$ cat src/rtl/snb_pkg.sv
package snb_pkg;

   typedef enum logic [1:0] {
      RGN_LIVE   = 2'd0,
      RGN_CHANGE = 2'd1,
      RGN_ENABLE = 2'd2,
      RGN_NONE   = 2'd3
   } snb_region_e;

   // Window index for a flat register address, given registers per window.
   function automatic snb_region_e region_of(input int unsigned addr, input int unsigned ngrp);
      if (addr < ngrp)          return RGN_LIVE;
      else if (addr < 2 * ngrp) return RGN_CHANGE;
      else if (addr < 3 * ngrp) return RGN_ENABLE;
      else                      return RGN_NONE;
   endfunction

   // Offset of the address inside its window.
   function automatic int unsigned group_of(input int unsigned addr, input int unsigned ngrp);
      if (addr < 3 * ngrp) return addr % ngrp;
      else                 return 0;
   endfunction

endpackage

$ cat src/rtl/snb_sync.sv
module snb_sync #(
   parameter int W      = 32,
   parameter int STAGES = 2
) (
   input  logic         clk,
   input  logic         rst_n,
   input  logic [W-1:0] d,
   output logic [W-1:0] q
);

   logic [W-1:0] chain [STAGES];

   for (genvar s = 0; s < STAGES; s++) begin : g_stage
      if (s == 0) begin : g_first
         always_ff @(posedge clk or negedge rst_n) begin
            if (!rst_n) chain[s] <= '0;
            else        chain[s] <= d;
         end
      end else begin : g_next
         always_ff @(posedge clk or negedge rst_n) begin
            if (!rst_n) chain[s] <= '0;
            else        chain[s] <= chain[s-1];
         end
      end
   end

   assign q = chain[STAGES-1];

endmodule

$ cat src/rtl/snb_change_grp.sv
module snb_change_grp #(
   parameter int W = 8
) (
   input  logic         clk,
   input  logic         rst_n,
   input  logic [W-1:0] live,
   input  logic [W-1:0] clr_vec,
   output logic [W-1:0] change,
   output logic [W-1:0] toggle
);

   logic [W-1:0] prev;

   assign toggle = live ^ prev;

   always_ff @(posedge clk or negedge rst_n) begin
      if (!rst_n) begin
         prev   <= '0;
         change <= '0;
      end else begin
         prev   <= live;
         change <= (change & ~clr_vec) | toggle;
      end
   end

   AST_TOGGLE_SETS_CHANGE: assert property (@(posedge clk) disable iff (!rst_n)
      (|toggle) |=> ((change & $past(toggle)) == $past(toggle)));

   AST_SET_BEATS_CLEAR: assert property (@(posedge clk) disable iff (!rst_n)
      (|(toggle & clr_vec)) |=> ((change & $past(toggle & clr_vec)) == $past(toggle & clr_vec)));

   AST_CHANGE_STICKY: assert property (@(posedge clk) disable iff (!rst_n)
      (($past(change) & ~$past(clr_vec) & ~change) == '0));

   AST_CLEAR_TAKES: assert property (@(posedge clk) disable iff (!rst_n)
      (|(clr_vec & ~toggle)) |=> ((change & $past(clr_vec & ~toggle)) == '0));

endmodule

$ cat src/rtl/snb_enable_grp.sv
module snb_enable_grp #(
   parameter int W = 8
) (
   input  logic         clk,
   input  logic         rst_n,
   input  logic         wr,
   input  logic [W-1:0] wdata,
   output logic [W-1:0] enable
);

   always_ff @(posedge clk or negedge rst_n) begin
      if (!rst_n)  enable <= '1;
      else if (wr) enable <= wdata;
   end

   AST_ENABLE_HOLDS: assert property (@(posedge clk) disable iff (!rst_n)
      !wr |=> $stable(enable));

endmodule

$ cat src/rtl/stat_notify_bank.sv
module stat_notify_bank
   import snb_pkg::*;
#(
   parameter int NUM_SRC     = 32,
   parameter int REG_W       = 8,
   parameter int ADDR_W      = 4,
   parameter int SYNC_STAGES = 2
) (
   input  logic               clk,
   input  logic               rst_n,
   input  logic [NUM_SRC-1:0] status_in,
   input  logic               reg_wr,
   input  logic [ADDR_W-1:0]  reg_addr,
   input  logic [REG_W-1:0]   reg_wdata,
   output logic [REG_W-1:0]   reg_rdata,
   output logic               irq_n
);

   localparam int NGRP  = NUM_SRC / REG_W;
   localparam int GRP_W = (NGRP > 1) ? $clog2(NGRP) : 1;

   // Parameter guards
   if (NUM_SRC % REG_W != 0) begin : g_bad_split
      initial $fatal(1, "NUM_SRC must be a multiple of REG_W");
   end
   if ((1 << ADDR_W) < 3 * NGRP) begin : g_bad_addr
      initial $fatal(1, "ADDR_W too narrow for three register windows");
   end
   if (SYNC_STAGES < 2) begin : g_bad_sync
      initial $fatal(1, "SYNC_STAGES must be at least 2");
   end

   logic [NUM_SRC-1:0] live;
   logic [REG_W-1:0]   live_g   [NGRP];
   logic [REG_W-1:0]   change_g [NGRP];
   logic [REG_W-1:0]   enable_g [NGRP];
   logic [REG_W-1:0]   tog_g    [NGRP];
   logic [REG_W-1:0]   clr_g    [NGRP];
   logic               en_wr_g  [NGRP];
   snb_region_e        rgn;
   logic [GRP_W-1:0]   sel_grp;
   logic               tog_any;
   logic               hit;

   snb_sync #(.W(NUM_SRC), .STAGES(SYNC_STAGES)) u_sync (
      .clk   (clk),
      .rst_n (rst_n),
      .d     (status_in),
      .q     (live)
   );

   // Address decode
   always_comb begin
      rgn     = region_of(32'(reg_addr), NGRP);
      sel_grp = GRP_W'(group_of(32'(reg_addr), NGRP));
   end

   for (genvar g = 0; g < NGRP; g++) begin : g_grp
      assign live_g[g]  = live[g*REG_W +: REG_W];
      assign clr_g[g]   = (reg_wr && rgn == RGN_CHANGE && sel_grp == GRP_W'(g)) ? reg_wdata : '0;
      assign en_wr_g[g] = reg_wr && rgn == RGN_ENABLE && sel_grp == GRP_W'(g);

      snb_change_grp #(.W(REG_W)) u_chg (
         .clk     (clk),
         .rst_n   (rst_n),
         .live    (live_g[g]),
         .clr_vec (clr_g[g]),
         .change  (change_g[g]),
         .toggle  (tog_g[g])
      );

      snb_enable_grp #(.W(REG_W)) u_en (
         .clk    (clk),
         .rst_n  (rst_n),
         .wr     (en_wr_g[g]),
         .wdata  (reg_wdata),
         .enable (enable_g[g])
      );
   end

   // Read path
   always_comb begin
      unique case (rgn)
         RGN_LIVE:   reg_rdata = live_g[sel_grp];
         RGN_CHANGE: reg_rdata = change_g[sel_grp];
         RGN_ENABLE: reg_rdata = enable_g[sel_grp];
         default:    reg_rdata = '0;
      endcase
   end

   // Interrupt
   always_comb begin
      hit     = 1'b0;
      tog_any = 1'b0;
      for (int g = 0; g < NGRP; g++) begin
         hit     = hit | (|(change_g[g] & enable_g[g]));
         tog_any = tog_any | (|tog_g[g]);
      end
      irq_n = ~hit;
   end

   AST_IRQ_RELEASE_BY_WRITE: assert property (@(posedge clk) disable iff (!rst_n)
      $rose(irq_n) |-> $past(reg_wr));

   AST_IRQ_HAS_CAUSE: assert property (@(posedge clk) disable iff (!rst_n)
      $fell(irq_n) |-> ($past(tog_any) || $past(reg_wr)));

   AST_UNMAPPED_READS_ZERO: assert property (@(posedge clk) disable iff (!rst_n)
      (rgn == RGN_NONE) |-> (reg_rdata == '0));

endmodule

$ cat config.mk
export PLATFORM = sky130hd
export DESIGN_NAME = stat_notify_bank
export DESIGN_NICKNAME = d
export VERILOG_FILES = /design/src/rtl/snb_pkg.sv /design/src/rtl/snb_sync.sv /design/src/rtl/snb_change_grp.sv /design/src/rtl/snb_enable_grp.sv /design/src/rtl/stat_notify_bank.sv
export SDC_FILE = /design/constraint.sdc
export NUM_CORES = 1
export LEC_CHECK = 0
export BUFFER_PORTS_ARGS = -buffer_cell sky130_fd_sc_hd__buf_2
export CAP_MARGIN = 20
export CORE_MARGIN = 5
export CORE_UTILIZATION = 45
export CTS_BUF_LIST = sky130_fd_sc_hd__clkbuf_4 sky130_fd_sc_hd__clkbuf_8
export DETAILED_ROUTE_END_ITERATION = 8
export HOLD_SLACK_MARGIN = 0.08
export PLACE_DENSITY_LB_ADDON = 0.25
export SETUP_SLACK_MARGIN = 0.4
export SYNTH_ARGS = -nofsm -noshare
export SYNTH_HDL_FRONTEND = slang
export SYNTH_SLANG_ARGS = --single-unit
$ cat constraint.sdc
create_clock -name clk -period 1.01 [get_ports clk]
set_input_delay 0.0505 -clock clk [delete_from_list [all_inputs] [get_ports clk]]
set_output_delay 0.0505 -clock clk [all_outputs]
set_load 0.02 [all_outputs]
=== Word-level counts from Yosys, hierarchy flattened ===
Cells that the tools add are included.

* Multiply operators: 0
* Reductions and logical operators: 16
* Magnitude comparators: 4
* Eq/ne operators: 5
* Multiplexer cells: 18
* Shifts and indexed selects: 0
* Div/mod/pow operators: 0
* Bitwise gates (word level): 25
* Add/subtract/negate cells: 0

{| class="wikitable"
|+ Operator list
! cell !! count
|-
| 8-bit 2-to-1 mux || 10
|-
| 8-bit bitwise AND || 8
|-
| 8-bit binary-select mux with 2-bit select || 3
|-
| 8-bit inverter || 4
|-
| 8-bit bitwise OR || 4
|-
| 8-bit OR reduction || 4
|-
| 8-bit bitwise XOR || 4
|-
| 8-bit case mux with 3 select lines || 1
|-
| 1-bit logical AND || 10
|-
| 4-bit < comparator, second input constant || 2
|-
| 2-bit == test, second input constant || 3
|-
| 2-bit 2-to-1 mux || 3
|-
| 2-bit by 1-bit == test with 1-bit output, second input constant || 2
|-
| 2-bit zero test || 2
|-
| 4-bit by 3-bit < comparator with 1-bit output, second input constant || 1
|-
| 3-bit >= comparator, second input constant || 1
|-
| 2-bit inverter with 3-bit output || 1
|-
| 1-bit bitwise OR || 3
|-
| 1-bit 2-to-1 mux || 1
|-
| 1-bit inverter || 1
|}

* Register bits: 160
* ROM bits: 0
* Bits in latches: 0
* Input port bits: 47
* Memories kept: 0
* RAM bits: 0

=== Depth between registers and ports, before layout ===
Gate-level depths: netlist of the first run.

* Word-level depth: 11
* Gate-level depth with buffers: 6

=== Hierarchy ===
Synthesis of the first run repeated with hierarchy kept, for this count alone.

* Cells, all modules: 501
* Area, all modules: 6802.8 µm²

{| class="wikitable"
|+ Modules (own cells, without submodules)
! module !! area an instance (µm²) !! cells an instance !! sequential area each (µm²) !! times used
|-
| snb_change_grp || 560.5 || 40 || 400.4 || 4
|-
| snb_sync || 1841.8 || 96 || 1601.5 || 1
|-
| snb_enable_grp || 341.6 || 17 || 210.2 || 4
|-
| stat_notify_bank || 1352.5 || 177 || 0.0 || 1
|}

=== Worst setup path after synthesis of the first run ===
No wires, ideal clock.

* Path kind: input to output
* From: input reg_addr[1]
* To: output reg_rdata[0]
* Path buffers: 3
* Cell stages on the path: 5
* Data required time: 959 ps
* Setup slack: -414 ps
* Data arrival time: 1373 ps
* Cells stage by stage: buf_4 > buf_4 > clkbuf_1 > o21ai_0 > a221oi_1

* Word-level cells in the longest chain between the ends: 7
* Elaborated cells between the ends (all ways): 21

{| class="wikitable"
|+ RTL lines
! what !! line !! text
|-
| start: declaration || stat_notify_bank.sv:13 || <nowiki>input logic [ADDR_W-1:0] reg_addr,</nowiki>
|-
| 4-bit < comparator || snb_pkg.sv:14, snb_pkg.sv:20 ||
|-
| 2-bit 2-to-1 mux || snb_pkg.sv:20 || <nowiki>if (addr < 3 * ngrp) return addr % ngrp;</nowiki>
|-
| 2-bit inverter with 3-bit output (not written as such) || stat_notify_bank.sv:84, stat_notify_bank.sv:85, stat_notify_bank.sv:86 ||
|-
| 8-bit binary-select mux with 2-bit select (on tied branches) || stat_notify_bank.sv:86, stat_notify_bank.sv:84, stat_notify_bank.sv:85 ||
|-
| 8-bit 2-to-1 mux (on tied branches) (2 in a row) || stat_notify_bank.sv:86, stat_notify_bank.sv:84, stat_notify_bank.sv:85 ||
|-
| 8-bit case mux with 3 select lines * || stat_notify_bank.sv:83 || <nowiki>unique case (rgn)</nowiki>
|-
| end: declaration || stat_notify_bank.sv:15 || <nowiki>output logic [REG_W-1:0] reg_rdata,</nowiki>
|}

Every way passes the cells marked *; elsewhere a longest branch is shown, timed or not. The select of a mux whose other input is x is not followed.

=== Worst setup path after layout of the first run ===
* From: register g_grp[2].u_en.enable[5]
* To: output reg_rdata[5]

* Word-level cells in the longest chain between the ends: 4

{| class="wikitable"
|+ RTL lines
! what !! line !! text
|-
| start: declaration || snb_enable_grp.sv:8 || <nowiki>output logic [W-1:0] enable</nowiki>
|-
| start signal: assignment || snb_enable_grp.sv:13 || <nowiki>else if (wr) enable <= wdata;</nowiki>
|-
| 8-bit binary-select mux with 2-bit select || stat_notify_bank.sv:86 || <nowiki>RGN_ENABLE: reg_rdata = enable_g[sel_grp];</nowiki>
|-
| 8-bit 2-to-1 mux (not written as such) (2 in a row) || stat_notify_bank.sv:86 ||
|-
| 8-bit case mux with 3 select lines || stat_notify_bank.sv:83 ||
|}

Every way passes these cells. The select of a mux whose other input is x is not followed.

==> results.cfg, run 1 <==
[outcome]
status = finished with violations
violations = negative hold slack, negative setup slack

[worst_setup_path]
worstPathArrival_ps = 1820
path_max_fanout = 3
crit_chain = mux2i_1, a21oi_1, a211oi_1, a221oi_2, buf_4
cpMaxStageDelayCell = dfstp_2
r2r_cells = 4
rr_endpoint = g_grp[1].u_chg.change[7]
crit_required_ps = 960
critPathTopFamily = flip-flops
start_kind = register
cp.buffers_inverters = 1
cp-end-kind = output pin
crit_type = reg2out
r2r_start = u_sync.q[15]
reg2reg_slack_ps = -20
cpPeakStageDelay_ps = 570

[global_routing]
antenna_found_initial = 0
grt_pass1_wl_um = 25520
grt_overflow = 0
grtUsageTotal_pct = 20.53
grt_max_degree = 55
grt_pass1_vias = 4705

[final_layout]
syn2layout_area_growth_pct = 44.02
layout.nets = 705
antennaDiodeCount = 0
drive_above_1_share_pct = 48.73
finalNonFillerCells = 851

[floorplan]
start_util_pct = 45.40
die_x_um = 127.9
core_area_um2 = 13770
die_area_um2 = 16350
io_pins = 56
fp.dieH_um = 127.9
fp-row-count = 43

[yosys]
synth_area_leaders = dfrtp_1 51%, dfstp_2 13%, mux2_2 4.5%
synth_common_cells = 128 x dfrtp_1, 49 x nand2_1, 32 x a21o_1, 32 x dfstp_2, 32 x xor2_1
yosysMostFrequentCell = dfrtp_1
syn_area_um2 = 6253
synthCells = 450
postSynthAreaPerCell_um2 = 13.90
syn-num-nets = 497
synth_top_flop_cell = dfrtp_1
ys_seq_area_share_pct = 64.67
async_flop_share_pct = 100.0
synth_warnings = 0
synth_cell_type_count = 39
netlist.area_leader.share_pct = 51.22
synth_edf_count = 0
synth-seq-cells = 160
yosysTopAreaCell = dfrtp_1

[pwr]
intPower_mw = 10.35
pwr-share-seq_pct = 52.6
vdd_drop_max_v = 0.001022
sw_frac_of_total_pct = 28.06
powerDensity_nw_per_um2 = 1597
p_leak_nw = 3.891
comb_power_share_pct = 16.3
power_frac_clock_pct = 31.1
switching_power_mw = 4.036

[clock_tree]
clk_path_buf_depth = 2
cts_inserted_buffers = 17
clk_pin_slew_ps = 90
clockRootBuffer = clkbuf_8
clock_latency_ps = 460
h-tree-depth = 4
cts_tree = built
cts_sinks = 160
hold_buffers = 33

[routing]
detail_route.drc_violations = 0
avgViaCountPerCell = 5.156
wl_per_cell_um = 18.56
vias = 4388
antenna_left = 0
drt_wl_total_um = 15800
drtIter0Drc = 285
drt-pass1-iter-count = 4

[sta]
worst_clock_skew_ps = 7.931
fin_ws_ps = -863.0
max_slew.worst_pin.slew_ps = 765.1
slew_headroom_pct = 48.89
finalHoldViolCount = 210
min_period_over_period_pct = 185.4
holdWs_ps = -568.5
rsz0062_at_grt = yes
slew_violations = 0
fmax_mhz = 533.9
fin_crit_ps = 1873
setup_violations = 13

[min_path]
hp-class = in2async

[flow_run]
drv_cap = 0

[placed_design]
dp_hpwl_um = 10810
gp_congestion = 0.9216
portBuffers = 55
dp.cells = 772
dp_worst_setup_slack_ps = -508.7
## power groups by stage
stage	Sequential, mW	Combinational [mW]	Clock (mW)
after CTS	7.55	2.25	4.58
after global routing	7.64	2.51	4.86
final	7.57	2.34	4.47
after floorplan	7.51	1.07	0
after global placement	7.60	1.87	0
after detailed placement	7.63	1.91	0
## timing repair
action,4_1_cts,5_1_grt
resized for setup,90,32
pin swaps,17,10
endpoints found under the setup margin,100,100
gates cloned,1,0
endpoints found under the hold margin,256,216
buffers inserted,6,7
## area by class of cell
| type | count | area, um^2 |
|---|---|---|
| inverter | 1 | 3.754 |
| clock inverter | 15 | 138.9 |
| tap | 180 | 225.2 |
| clock buffer | 17 | 234.0 |
| sequential | 160 | 4044 |
| fill | 1042 | 4767 |
| timing repair buffer | 205 | 1886 |
| multi-input combinational | 273 | 2475 |
## metrics by stage
step	cell area, um^2	power (mW)	util [%]	setup TNS, ps
after floorplan	6395	8.580	-	-6116
after global placement	7670	9.473	55.69	-21210
after detailed placement	7670	9.531	55.69	-22250
after CTS	8792	14.37	63.84	-7572
after global routing	9006	15.00	65.39	-8327
final	9006	14.38	65.39	-7390
## worst max path at each step
stage	depth (start not counted)	startpoint	endpoint
6_report	5	g_grp[2].u_en.enable[5]	reg_rdata[5]
3_3_place_gp	7	reg_addr[0]	reg_rdata[0]
4_1_cts	5	g_grp[2].u_en.enable[1]	reg_rdata[1]
2_1_floorplan	4	g_grp[3].u_en.enable[5]	reg_rdata[5]
5_1_grt	5	g_grp[2].u_en.enable[1]	reg_rdata[1]
3_5_place_dp	7	reg_addr[0]	reg_rdata[0]
## state kept, by name, indices dropped and copies added (netlist names)
signal / flops
u_sync.q: 32
g_grp.u_chg.change: 32
g_grp.u_en.enable: 32
u_sync.chain: 32
g_grp.u_chg.prev: 32
## layout by cell type, fill, tap and decap left out, types with 4 or more instances in the layout
cell / instances
dfrtp_1: 128
buf_4: 65
buf_6: 51
nand2_1: 46
buf_2: 41
dlygate4sd3_1: 33
a21o_1: 32
dfstp_2: 32
mux2_4: 26
mux2i_1: 21
xor2_1: 18
clkbuf_8: 17
xor2_2: 14
a22oi_1: 13
nor2_1: 10
buf_12: 10
inv_6: 8
mux2_2: 7
nor2_4: 6
mux4_2: 6
a21oi_1: 6
o21ai_0: 5
o21bai_1: 5
o22ai_1: 5
a221oi_2: 5
nor3b_1: 4
a211oi_1: 4
nand4_1: 4
inv_8: 4
buf_8: 4
## routing by layer
| layer | GRT usage (%) | vias to the layer above | part of all wire, % |
|---|---|---|---|
| met3 | 5.542 | 18 | 6.8 |
| li1 | - | 2006 | - |
| met2 | 32.26 | 116 | 48 |
| met5 | 0 | - | 0 |
| met1 | 27.64 | 2248 | 44 |
| met4 | 7.366 | 0 | 1.5 |
## kinds of logic after synthesis
kind of cell    synth area share, %
compound gates                9.984
xor+xnor                      4.482
buf+inv                       1.621
flops                         64.67
mux                           12.26
simple gates                  6.983
Note: power is estimated with default switching activity, not from simulation.
==> run 2: changes to the inputs <==
==> constraint.sdc (replaced) <==
create_clock -name clk -period 1.01 [get_ports clk]
set_input_delay 0.1515 -clock clk [delete_from_list [all_inputs] [get_ports clk]]
set_output_delay 0.1515 -clock clk [all_outputs]
set_load 0.02 [all_outputs]
==> results.cfg, run 2 (synthesis results as in run 1) <==
[outcome]
status = finished with violations
violations = negative hold slack, negative setup slack

[global_routing]
grt_overflow = 0
grt_pass1_vias = 4758
grtUsageTotal_pct = 21.13
antenna_found_initial = 0
grt_max_degree = 41
grt_pass1_wl_um = 25990

[floorplan]
die_x_um = 127.9
start_util_pct = 45.40
fp.dieH_um = 127.9
core_area_um2 = 13770
io_pins = 56
fp-row-count = 43
die_area_um2 = 16350

[sta]
worst_clock_skew_ps = 14.11
min_period_over_period_pct = 193.9
fin_crit_ps = 1958
fmax_mhz = 510.6
finalHoldViolCount = 136
fin_ws_ps = -948.4
setup_violations = 14
slew_headroom_pct = 71.84
holdWs_ps = -419.4
max_slew.worst_pin.slew_ps = 421.5
slew_violations = 0
rsz0062_at_grt = yes

[final_layout]
fin_area_um2 = 9180
finalNonFillerCells = 850
layout.nets = 704
drive_above_1_share_pct = 51.94
syn2layout_area_growth_pct = 46.80
antennaDiodeCount = 0
final_cell_mix = 127 x dfrtp_1, 61 x buf_4, 60 x buf_6
layout_commonest_cell = dfrtp_1

[routing]
drt_wl_total_um = 16140
wl_per_cell_um = 18.98
avgViaCountPerCell = 5.182
drt-pass1-iter-count = 4
detail_route.drc_violations = 0
vias = 4405
drtIter0Drc = 237
antenna_left = 0

[worst_setup_path]
start_kind = register
r2r_cells = 3
cp-end-kind = output pin
reg2reg_slack_ps = 60
crit_type = reg2out
crit_required_ps = 860
worstPathArrival_ps = 1810
rr_endpoint = g_grp[3].u_chg.change[7]
critPathLaunch = g_grp[2].u_chg.change[7]
path_max_fanout = 2
r2r_start = u_sync.q[31]

[placed_design]
portBuffers = 55
place_area_um2 = 7823
dp_worst_setup_slack_ps = -735.1
dp.cells = 780
gp_congestion = 0.8896
dp_hpwl_um = 11010

[clock_tree]
clock_latency_ps = 470
cts_inserted_buffers = 17
clk_pin_slew_ps = 90
clockRootBuffer = clkbuf_8
clk_path_buf_depth = 2
h-tree-depth = 4
cts_tree = built
hold_buffers = 32
cts_sinks = 160

[flow_run]
drv_cap = 0

[pwr]
vdd_drop_max_v = 0.0009753
p_leak_nw = 3.951
powerDensity_nw_per_um2 = 1662
design_power_total_mw = 15.25

[min_path]
hp-class = in2async
-- run 2: changes by cell type in the layout (fill, tap and decap cells not counted), moves of 6 or more --
| cell | change |
|---|---|
| nand2_1 | -18 |
| nand2_2 | +18 |
| xor2_1 | +10 |
| xor2_2 | -10 |
| buf_6 | +9 |
| inv_6 | -7 |
| a22oi_1 | -6 |
| a22oi_2 | +6 |
| mux2_2 | -6 |
| mux2_4 | +6 |
-- run 2: how the worst max path moves through the flow --
| stage | endpoint | cells past startpoint |
|---|---|---|
| 2_1_floorplan | reg_rdata[3] | 4 |
| 3_3_place_gp | reg_rdata[6] | 7 |
| 3_5_place_dp | reg_rdata[6] | 7 |
| 4_1_cts | reg_rdata[4] | 4 |
| 5_1_grt | reg_rdata[1] | 5 |
| 6_report | irq_n | 4 |
-- run 2: power by group --
| part | total [mW] | internal [mW] | switching, mW | leakage [nW] |
|---|---|---|---|---|
| combinational | 2.47 | 1.45 | 1.02 | 1.99 |
| sequential | 7.58 | 7.15 | 0.429 | 1.74 |
| clock | 5.21 | 2.87 | 2.34 | 0.221 |
| total | 15.3 | 11.5 | 3.78 | 3.95 |
-- run 2: worst max-delay path, cell delays in order (launching register included) --
cell,delay [ps]
dfrtp_1,410
a22oi_2,220
nand4_1,210
nor4_4,300
buf_4,200
-- run 2: area by class of cell --
cell class | count | area, um^2
sequential | 160 | 4045
clock buffer | 22 | 277.8
clock inverter | 10 | 162.7
timing repair buffer | 204 | 1857
multi-input combinational | 273 | 2609
fill | 981 | 4593
inverter | 1 | 3.754
tap | 180 | 225.2
-- run 2: stage by stage --
| stage | setup TNS, ps | utilization [%] |
|---|---|---|
| after global placement | -37830 | 56.80 |
| final | -8166 | 66.65 |
| after global routing | -9136 | 66.65 |
| after floorplan | -12730 | - |
| after CTS | -8442 | 65.62 |
| after detailed placement | -39160 | 56.80 |
-- run 2: per-layer routing --
layer | up-vias | track usage [%] | routed length, um
met1 | 2249 | 26.89 | 6787
met3 | 29 | 6.250 | 773
met2 | 116 | 34.17 | 8199
li1 | 2011 | - | -
met5 | - | 0 | 0
met4 | 0 | 8.240 | 377
-- run 2: what timing repair did --
item | CTS | global route
resized for setup | 108 | 37
pin swaps | 20 | 21
setup buffers | 2 | 3
cloned | 1 | 0
hold endpoints to repair | 246 | 197
setup endpoints to repair | 96 | 96
==> run 3: changes to the inputs <==
==> constraint.sdc (replaced) <==
create_clock -name clk -period 1.01 [get_ports clk]
set_input_delay 0.101 -clock clk [delete_from_list [all_inputs] [get_ports clk]]
set_output_delay 0.101 -clock clk [all_outputs]
set_load 0.02 [all_outputs]
==> results.cfg, run 3 (synthesis results as in run 1) <==
[final_layout]
fin_area_um2 = 9044
fillers = 1020
final_cell_mix = 128 x dfrtp_1, 59 x buf_4, 47 x nand2_1
layout_commonest_cell = dfrtp_1
drive_above_1_share_pct = 48.04
layout.nets = 696
antennaDiodeCount = 0
syn2layout_area_growth_pct = 44.62

[sta]
fin_ws_ps = -930.0
min_period_over_period_pct = 192.1
slew_headroom_pct = 45.98
finalHoldViolCount = 134
slew_violations = 0
fin_crit_ps = 1940
worst_clock_skew_ps = 15.14
tns_ps = -7625
fmax_mhz = 515.5
max_slew.worst_pin.slew_ps = 808.7
rsz0062_at_grt = yes
holdWs_ps = -493.2
setup_violations = 9

[clock_tree]
hold_buffers = 32
clk_path_buf_depth = 2
clock_latency_ps = 460
cts_tree = built
clk_pin_slew_ps = 90
h-tree-depth = 4
cts_sinks = 160
clockRootBuffer = clkbuf_8
cts_inserted_buffers = 17

[floorplan]
die_x_um = 127.9
fp-row-count = 43
die_area_um2 = 16350
fp.dieH_um = 127.9
start_util_pct = 45.40
core_area_um2 = 13770
io_pins = 56

[routing]
antenna_left = 0
drtIter0Drc = 273
wl_per_cell_um = 18.83
vias = 4349
drt-pass1-iter-count = 5
avgViaCountPerCell = 5.165
detail_route.drc_violations = 0
drt_wl_total_um = 15850

[pwr]
powerDensity_nw_per_um2 = 1624
vdd_drop_max_v = 0.001258
p_leak_nw = 3.901
design_power_total_mw = 14.68

[worst_setup_path]
cpPeakStageDelay_ps = 390
critPathTopFamily = simple AND/OR/NAND/NOR gates
crit_type = reg2out
worstPathArrival_ps = 1840
cp.buffers_inverters = 1
start_kind = register
cp-end-kind = output pin
cpMaxStageDelayCell = dfstp_2
crit_required_ps = 910
crit_chain = a22oi_1, nand4_1, nor4_4, buf_4
path_max_fanout = 3

[placed_design]
portBuffers = 55
dp_hpwl_um = 10820
gp_congestion = 0.8787
place_area_um2 = 7734

[global_routing]
grt_pass1_wl_um = 26050
gr-usage-met2_pct = 34.53
grt_max_degree = 50
antenna_found_initial = 0
met1_usage_pct = 27.92
grt_overflow = 0
grtUsageTotal_pct = 21.05
grt_use_met3_pct = 5.167
grt_pass1_vias = 4825
busiest_layer = met2

[outcome]
violations = negative hold slack, negative setup slack
status = finished with violations

[flow_run]
drv_cap = 0

[min_path]
hp-class = in2async
==> run 3: worst paths after layout <==
kind                                         start                       end  slack, ps  cells past startpoint
setup / recovery           g_grp[2].u_en.enable[6]                     irq_n       -930                      4
hold / removal                               rst_n  g_grp[2].u_chg.change[3]       -490                      1
setup reg to reg                      u_sync.q[15]  g_grp[1].u_chg.change[7]         50                      3
hold reg to reg                   u_sync.chain[61]              u_sync.q[29]        350                      0
max in group asynchronous                    rst_n    g_grp[0].u_chg.prev[5]        920                      2
min in group clk                      reg_wdata[3]  g_grp[2].u_chg.change[3]          0                      3
==> run 3: routing by layer <==
layer  part of all wire [%]  vias up
li1                       -     1993
met1                     42     2220
met2                     51      116
met3                    5.4       20
met4                    1.7        0
met5                      0        -
==> run 3: stage by stage <==
| stage | worst slack (ps) | hold WS, ps | instances | util [%] |
|---|---|---|---|---|
| 5_1_grt | -1020 | -494.2 | 842 | 65.66 |
| 3_3_place_gp | -564.3 | -7.725 | 764 | 56.15 |
| 6_report | -930.0 | -493.2 | 842 | 65.66 |
| 3_5_place_dp | -621.0 | -2.056 | 764 | 56.15 |
| 4_1_cts | -941.6 | -509.2 | 838 | 64.94 |
| 2_1_floorplan | -252.5 | -194.6 | 450 | - |
==> run 3: what timing repair did <==
| action | CTS | global route |
|---|---|---|
| pin swaps | 20 | 12 |
| setup endpoints to repair | 96 | 96 |
| gates cloned | 3 | 0 |
| gates resized for setup | 94 | 12 |
| hold endpoints to repair | 256 | 207 |
| setup buffers | 7 | 4 |
==> run 3: area by class of cell <==
cell class / instances / area (um^2) / area share [%]
Inverter: 1 / 3.754 / 0.04151
Sequential cell: 160 / 4044 / 44.72
Clock buffer: 18 / 241.5 / 2.670
Clock inverter: 14 / 158.9 / 1.757
Multi-Input combinational cell: 273 / 2500 / 27.64
Timing Repair Buffer: 196 / 1871 / 20.68
Tap cell: 180 / 225.2 / 2.490
==> run 3: where the power goes <==
| part | leakage (nW) | internal, mW | total, mW | switching (mW) |
|---|---|---|---|---|
| clock | 0.197 | 2.27 | 4.74 | 2.47 |
| sequential | 1.74 | 7.15 | 7.56 | 0.415 |
| combinational | 1.97 | 1.41 | 2.38 | 0.968 |
| total | 3.90 | 10.8 | 14.7 | 3.86 |
